==> config.mk <==
export PLATFORM = sky130hd
export DESIGN_NAME = mxslot_decoder
export DESIGN_NICKNAME = d
export VERILOG_FILES = /design/src/rtl/mxslot_pkg.sv /design/src/rtl/mxslot_opclass.sv /design/src/rtl/mxslot_pred_eval.sv /design/src/rtl/mxslot_decoder.sv
export SDC_FILE = /design/constraint.sdc
export NUM_CORES = 1
export LEC_CHECK = 0
export ABC_CLOCK_PERIOD_IN_PS = 850
export BUFFER_PORTS_ARGS = -buffer_cell sky130_fd_sc_hd__buf_2
export CORE_ASPECT_RATIO = 0.5
export CORE_MARGIN = 1
export CORE_UTILIZATION = 36
export CTS_CLUSTER_SIZE = 20
export DETAILED_ROUTE_END_ITERATION = 12
export PLACE_DENSITY = 0.89
export SETUP_SLACK_MARGIN = 0.15
export SYNTH_ARGS = -nofsm -noshare
export SYNTH_HDL_FRONTEND = slang
export SYNTH_SLANG_ARGS = --single-unit
==> constraint.sdc <==
create_clock -name clk_i -period 0.85 [get_ports clk_i]
set_input_delay 0.17 -clock clk_i [delete_from_list [all_inputs] [get_ports clk_i]]
set_output_delay 0.17 -clock clk_i [all_outputs]
set_load 0.05 [all_outputs]
==> src/rtl/mxslot_pkg.sv <==
package mxslot_pkg;

  typedef enum logic [1:0] {
    FAM_MATMUL = 2'd0,
    FAM_LATCH  = 2'd1,
    FAM_XFORM  = 2'd2,
    FAM_NONE   = 2'd3
  } fam_e;

  localparam int unsigned MM_LAST     = 6;
  localparam int unsigned STAGE_OP    = 3;
  localparam int unsigned LATCH_MODES = 6;
  localparam int unsigned LATCH_FIRST = 7;
  localparam int unsigned LATCH_LAST  = 12;
  localparam int unsigned XF_FIRST    = 17;
  localparam int unsigned XF_LAST     = 34;
  localparam int unsigned XP_LAST     = 18;

  // forward latch-mode -> opcode table; the decoder inverts it
  function automatic int unsigned latch_op_of(input int unsigned mode);
    case (mode)
      0:       latch_op_of = 7;
      1:       latch_op_of = 10;
      2:       latch_op_of = 9;
      3:       latch_op_of = 12;
      4:       latch_op_of = 8;
      5:       latch_op_of = 11;
      default: latch_op_of = 0;
    endcase
  endfunction

endpackage

==> src/rtl/mxslot_opclass.sv <==
module mxslot_opclass
  import mxslot_pkg::*;
#(
  parameter int unsigned OP_W   = 6,
  parameter int unsigned KIND_W = 5
) (
  input  logic [OP_W-1:0]   op_i,
  output fam_e              fam_o,
  output logic [KIND_W-1:0] kind_o,
  output logic              xpose_o,
  output logic              data_o,
  output logic              bad_o
);

  logic [31:0] opv;
  assign opv = {{(32-OP_W){1'b0}}, op_i};

  always_comb begin
    fam_o   = FAM_NONE;
    kind_o  = '0;
    xpose_o = 1'b0;
    data_o  = 1'b0;
    bad_o   = 1'b1;
    if (opv <= MM_LAST) begin
      fam_o   = FAM_MATMUL;
      bad_o   = 1'b0;
      data_o  = (opv != STAGE_OP);
      kind_o  = KIND_W'(opv[1:0]);
      xpose_o = (opv < STAGE_OP);
    end else if (opv >= LATCH_FIRST && opv <= LATCH_LAST) begin
      fam_o  = FAM_LATCH;
      bad_o  = 1'b0;
      data_o = 1'b1;
      for (int unsigned m = 0; m < LATCH_MODES; m++) begin
        if (opv == latch_op_of(m)) kind_o = KIND_W'(m);
      end
    end else if (opv >= XF_FIRST && opv <= XF_LAST) begin
      fam_o   = FAM_XFORM;
      bad_o   = 1'b0;
      data_o  = 1'b1;
      kind_o  = KIND_W'(opv - XF_FIRST);
      xpose_o = (opv <= XP_LAST);
    end
  end

endmodule

==> src/rtl/mxslot_pred_eval.sv <==
module mxslot_pred_eval #(
  parameter int unsigned PRED_W   = 5,
  parameter int unsigned NUM_PREG = 15
) (
  input  logic [PRED_W-1:0]   pred_i,
  input  logic [NUM_PREG-1:0] preg_i,
  output logic                fire_o
);

  localparam int unsigned SEL_W = PRED_W - 1;
  localparam int unsigned SLOTS = 1 << SEL_W;

  logic [SLOTS-1:0] ext;

  // indices past the file read as 1: always when plain, never when negated
  for (genvar g = 0; g < SLOTS; g++) begin : g_ext
    if (g < NUM_PREG) begin : g_reg
      assign ext[g] = preg_i[g];
    end else begin : g_rsv
      assign ext[g] = 1'b1;
    end
  end

  assign fire_o = ext[pred_i[SEL_W-1:0]] ^ pred_i[PRED_W-1];

endmodule

==> src/rtl/mxslot_decoder.sv <==
module mxslot_decoder
  import mxslot_pkg::*;
#(
  parameter int unsigned WORD_W     = 64,
  parameter int unsigned UNIT_LSB   = 27,
  parameter int unsigned UNIT_W     = 2,
  parameter int unsigned OP_LSB     = 29,
  parameter int unsigned OP_W       = 6,
  parameter int unsigned PRED_LSB   = 35,
  parameter int unsigned PRED_W     = 5,
  parameter int unsigned NUM_PREG   = 15,
  parameter int unsigned KIND_W     = 5,
  parameter bit          MULTI_UNIT = 1'b0
) (
  input  logic                clk_i,
  input  logic                rst_ni,
  input  logic                in_valid_i,
  input  logic [WORD_W-1:0]   slot_i,
  input  logic [NUM_PREG-1:0] preg_i,
  output logic                cmd_valid_o,
  output logic [1:0]          cmd_family_o,
  output logic [KIND_W-1:0]   cmd_kind_o,
  output logic                cmd_xpose_o,
  output logic                cmd_data_o,
  output logic [UNIT_W-1:0]   cmd_unit_o,
  output logic                cmd_illegal_o
);

  logic [UNIT_W-1:0] unit;
  logic [OP_W-1:0]   op;
  logic [PRED_W-1:0] pred;

  assign unit = slot_i[UNIT_LSB +: UNIT_W];
  assign op   = slot_i[OP_LSB +: OP_W];
  assign pred = slot_i[PRED_LSB +: PRED_W];

  fam_e              fam;
  logic [KIND_W-1:0] kind;
  logic              xpose, data, op_bad, unit_bad, fire;

  mxslot_opclass #(.OP_W(OP_W), .KIND_W(KIND_W)) u_opclass (
    .op_i    (op),
    .fam_o   (fam),
    .kind_o  (kind),
    .xpose_o (xpose),
    .data_o  (data),
    .bad_o   (op_bad)
  );

  mxslot_pred_eval #(.PRED_W(PRED_W), .NUM_PREG(NUM_PREG)) u_pred (
    .pred_i (pred),
    .preg_i (preg_i),
    .fire_o (fire)
  );

  if (MULTI_UNIT) begin : g_multi
    assign unit_bad = 1'b0;
  end else begin : g_single
    assign unit_bad = |unit;
  end

  always_ff @(posedge clk_i or negedge rst_ni) begin
    if (!rst_ni) begin
      cmd_valid_o   <= 1'b0;
      cmd_illegal_o <= 1'b0;
      cmd_family_o  <= FAM_NONE;
      cmd_kind_o    <= '0;
      cmd_xpose_o   <= 1'b0;
      cmd_data_o    <= 1'b0;
      cmd_unit_o    <= '0;
    end else begin
      cmd_valid_o   <= in_valid_i & ~op_bad & ~unit_bad & fire;
      cmd_illegal_o <= in_valid_i & (op_bad | unit_bad);
      if (in_valid_i) begin
        cmd_family_o <= fam;
        cmd_kind_o   <= kind;
        cmd_xpose_o  <= xpose;
        cmd_data_o   <= data;
        cmd_unit_o   <= unit;
      end
    end
  end

endmodule

# == Word level (Yosys, flattened, before mapping) ==
# Cells that the tools add are included.
# totals
regBits,13
inputBits,82
# op_classes
addsub,1
order_cmp,8
eq_ne,6
n_mux,32
n_bitwise,8
n_reduce_logical,3
# op_table
operator,count
32-bit two-way mux,10
6-bit by 32-bit equality test with 1-bit output,5
5-bit two-way mux,3
1-bit two-way mux,12
2-bit two-way mux,4
6-bit by 3-bit >= comparator with 1-bit output (second input constant),1
6-bit by 5-bit >= comparator with 1-bit output (second input constant),1
6-bit by 3-bit <= comparator with 1-bit output (second input constant),1
6-bit by 4-bit <= comparator with 1-bit output (second input constant),1
6-bit by 5-bit <= comparator with 1-bit output (second input constant),1
6-bit <= comparator (second input constant),1
6-bit by 2-bit < comparator with 1-bit output (second input constant),1
3-bit two-way mux,2
6-bit by 2-bit inequality test with 1-bit output (second input constant),1
4-bit by 5-bit < comparator with 1-bit output (second input constant),1
5-bit subtractor (second input constant),1
1-bit AND,4
1-bit binary-select mux with 4-bit select,1
1-bit logical AND,2
1-bit NOT,2
2-bit OR reduction,1
1-bit OR,1
1-bit bitwise XOR,1

# == Longest topological paths before layout ==
# depth
depth_word,12
mapped_depth,7
mapped_depth_nobuf,7

# == By module ==
# From an unflattened synthesis, not the netlist that was laid out.
# hier_totals
cells_unflattened,85
area_unflattened_um2,1004.7
# modules_own_cells
mod,n_inst,cells_per_inst,area_per_inst_um2,seq_area_each_um2
mxslot_decoder,1,28,510.5,327.8
mxslot_opclass,1,49,360.3,0.0
mxslot_pred_eval,1,8,133.9,0.0

# == Least setup slack after synthesis ==
# OpenSTA, ideal clock, no wires.
# synth_path
path_kind,in2reg
from,in slot_i[30]
to,reg cmd_kind_o[0]
arrival_ns,1.525
t_required_ns,0.716
slack_ns,-0.809
cell_stages,7
path_buffers,0
cell_sequence,inv_1 ha_1 or4b_4 a22oi_4 nor2_2 a311oi_2 o22ai_1
# synth_between
elab_chain_cells,8
elab_cells_between_ends,20
classes_between,order compare (5); eq/ne (5); mux (8); reduce/logical (2)
# synth_rtl
item,line_no,text
from (decl),mxslot_decoder.sv:18,"input logic [WORD_W-1:0] slot_i,"
6-bit by 32-bit equality test with 1-bit output,mxslot_opclass.sv:35,if (opv == latch_op_of(m)) kind_o = KIND_W'(m);
1-bit two-way mux,mxslot_opclass.sv:35,
2-bit two-way mux (2 in series),mxslot_opclass.sv:35,
3-bit two-way mux (2 in series),mxslot_opclass.sv:35,
5-bit two-way mux,mxslot_opclass.sv:30,end else if (opv >= LATCH_FIRST && opv <= LATCH_LAST) begin
5-bit two-way mux (*),mxslot_opclass.sv:24,if (opv <= MM_LAST) begin
to (signal assigned),mxslot_decoder.sv:76,cmd_kind_o <= kind;
to (decl),mxslot_decoder.sv:22,"output logic [KIND_W-1:0] cmd_kind_o,"
# Mark *: on every way between the ends. The rest lies on a longest branch, timed or not.
# A chain may end at the register's enable or synchronous reset.

# == Worst setup path in the final report ==
# layout_path
from,in slot_i[30]
to,reg cmd_illegal_o
# layout_between
elab_chain_cells,7
elab_cells_between_ends,12
classes_between,order compare (5); mux (3); bitwise (2); reduce/logical (2)
# layout_rtl
item,line_no,text
6-bit by 5-bit >= comparator with 1-bit output / 6-bit <= comparator (equally long branches),mxslot_opclass.sv:37,end else if (opv >= XF_FIRST && opv <= XF_LAST) begin
1-bit logical AND,mxslot_opclass.sv:37,
1-bit two-way mux,mxslot_opclass.sv:37,
1-bit two-way mux,mxslot_opclass.sv:30,
1-bit two-way mux (*),mxslot_opclass.sv:24,
1-bit OR (*),mxslot_decoder.sv:73,cmd_illegal_o <= in_valid_i & (op_bad | unit_bad);
1-bit AND (*),mxslot_decoder.sv:73,
to (signal assigned),mxslot_decoder.sv:73,
to (decl),mxslot_decoder.sv:26,output logic cmd_illegal_o
# Marks and branches as above.

==> metrics.txt <==
mux contribution to synthesized area 15.3%; peak supply drop 0.896 mV; io pins between 90 and 100; GR Overflow Total 0; status finished with violations; Max clock buf depth 2; Post-synth top cells dfrtp_1, inv_1, nor2_1; gr usage total 27.3%; Netlist Area Pre-Place 991 sq um; area added between synthesis and finish 86.4%; antenna violations before repair 0; multi-input logic area approximately 710 sq um; register area 340 sq um; max-slew violations 0; fraction of layout instances using a drive strength above 1 64.5%; Max Fanout on Critical Path 5; final hold violation count 0; simple-gate area share of the yosys netlist 16.2%; ys async rst share 100%; CTS buffer count 3; P_leak 0.857 nW; Die ar. 0.00298 sq mm; met2 wire length 2.11 mm; core area 0.00260 sq mm; Clock Skew 0 ns; Via-to-Cell Ratio 5.95; final RePlAce weighted congestion roughly 0.83; pwr/cell area 1300 mW/mm^2; Slew HR 60.5%; Avg Synthesized Cell Area 9.44 sq um; crit path kind input port to flip-flop; Synth area leaders dfrtp_1, mux4_2, ha_1; Critical Path RT 1.01 ns; WL final 4.36 mm; Final #Nets between 200 and 300; level count of the clock H-tree 1; Final Hold Slack 0.173 ns; worst hold path class input port to flip-flop; height of the die roughly 40 um; Slew @ Worst Pin 0.587 ns; Layout fillers around 150; fin worst setup slack -0.608 ns; clock sink total 13; TritonCTS clock tree done; Final min period around 1.5 ns; failing checks setup timing; dpl cell area 0.00146 sq mm; Synth Area in Compound Gates between 15 and 20%; Post-synth EDFFs 0; Yosys warning total 0; Max Cap Viol 0; unrepaired setup endpoints after global routing yes; xor/xnor cell area share of the yosys netlist about 3.5%; initial drt markers 162; post-route clock period utilization 171%; M1 wire length 1.68 mm; first-pass iteration count of the detailed router 5; pre-CTS setup slack -0.920 ns; vias in the first global route approximately 1,200; Synth Area in Adders under 10%; fmax 0.686 GHz; Antenna Nets Post-Route 0; drc violations 0; DP HPWL 2.05 mm; Clock Latency Late Sink 0.25 ns; largest net degree at the start of global routing 21; Mapped Cells around 110; Final Non-Filler Cells 220; max layer used met4; kind of end point of the critical path flip-flop; Root Buffer clkbuf_8; largest area contributor in the netlist dfrtp_1; most frequent cell after synthesis dfrtp_1; # port buffers 43; post-synth cell types 39; initial core utilization 38.1%; Ant. Diodes 0; first-pass GRT wire length 6.02 mm; Routed WL per cell 19.8 um; row cnt 13; Yosys reg bits 13; Mapped Nets around 190; dpl cells 201; detailed-routed wire length on met3 405 um; register area share after synthesis 33.1%; largest family of logic cells by synthesized area compound AO/OA/AOI/OAI gates; Clock transition at path regs 0.06 ns; post-synth top area share 27.8%; Setup-failing EPs final 24; critical path arrival 1.62 ns; Via Count 1,308; startpoint types input port; TNS Setup -7.94 ns; fin area 0.00185 sq mm; Top FF cell, synth dfrtp_1; Die Span X 76.2 um
-- worst max-delay path: stages --
cell and delay, ns:
buf_12 0.09, inv_12 0.03, ha_4 0.14, or4b_4 0.52
a22oi_4 0.26, buf_4 0.17, o21ai_4 0.07, a21boi_1 0.17
-- path summary, 6_finish.rpt --
check	slack [ns]	cells after the start	end	from
setup reg to reg	-0.08	3	cmd_family_o[1]	cmd_family_o[1]
max in group asynchronous	0.22	2	cmd_family_o[1]	rst_ni
min in group asynchronous	0.35	2	cmd_kind_o[0]	rst_ni
setup / recovery	-0.61	8	cmd_illegal_o	slot_i[30]
hold reg to reg	0.49	2	cmd_family_o[0]	cmd_family_o[0]
hold / removal	0.17	2	cmd_unit_o[1]	slot_i[28]
-- per-layer routing --
metal  vias up  global-route usage, %
met4         0                   12.5
met2       110                   54.5
met3        33                   3.29
met1       626                   31.1
met5         -                      0
li1        539                      -
-- timing repair --
item	CTS	global route
buffers inserted	11	3
hold endpoints to repair	11	0
pin swaps	8	7
resized for setup	52	8
hold buffers	1	0
endpoints found under the setup margin	26	26
-- metrics by stage --
step           total power [mW]  utilization, %
3_5_place_dp               1.49            56.2
4_1_cts                    2.24            68.8
2_1_floorplan              1.21               -
6_report                   2.40            71.0
3_3_place_gp               1.47            56.2
5_1_grt                    2.48            71.0
-- state kept, by name, summed over array words and instances, names as in the netlist --
name	count
cmd_illegal_o	1
cmd_family_o	2
cmd_unit_o	2
cmd_kind_o	5
cmd_data_o	1
cmd_xpose_o	1
cmd_valid_o	1
-- layout make-up --
type / instances / area share, %
Timing Repair Buffer: 79 / 35.1
Inverter: 10 / 2.85
Clock buffer: 4 / 2.44
Multi-Input combinational cell: 77 / 38.7
Tap cell: 37 / 2.51
Sequential cell: 13 / 18.4
-- kinds of logic after synthesis --
family / after synthesis
compound gates: 26
xor+xnor: 4
fa+ha+maj: 5
buf+inv: 15
flops: 13
mux: 11
simple gates: 31
-- power by group --
part           switching [mW]  total (mW)  internal (mW)
combinational           0.576        1.06          0.482
clock                   0.269       0.601          0.333
sequential             0.0506       0.741          0.691
-- cells in the final DEF (no fill, tap or decap), drive strengths merged, types with 2 or more instances in the layout --
cell type / Yosys / final
nand2: 4 / 4
mux2: 3 / 3
dfstp: 2 / 2
o21ai: 9 / 9
a21oi: 2 / 2
dfrtp: 11 / 11
inv: 10 / 10
xor2: 2 / 2
xnor2: 2 / 2
nor4: 2 / 2
nand3: 8 / 8
o22ai: 4 / 4
clkbuf: 2 / 4
mux2i: 5 / 5
ha: 5 / 5
nor2: 10 / 10
buf: 3 / 78
mux4: 3 / 3
nor2b: 2 / 2
Power figures use the tool's default switching activity.
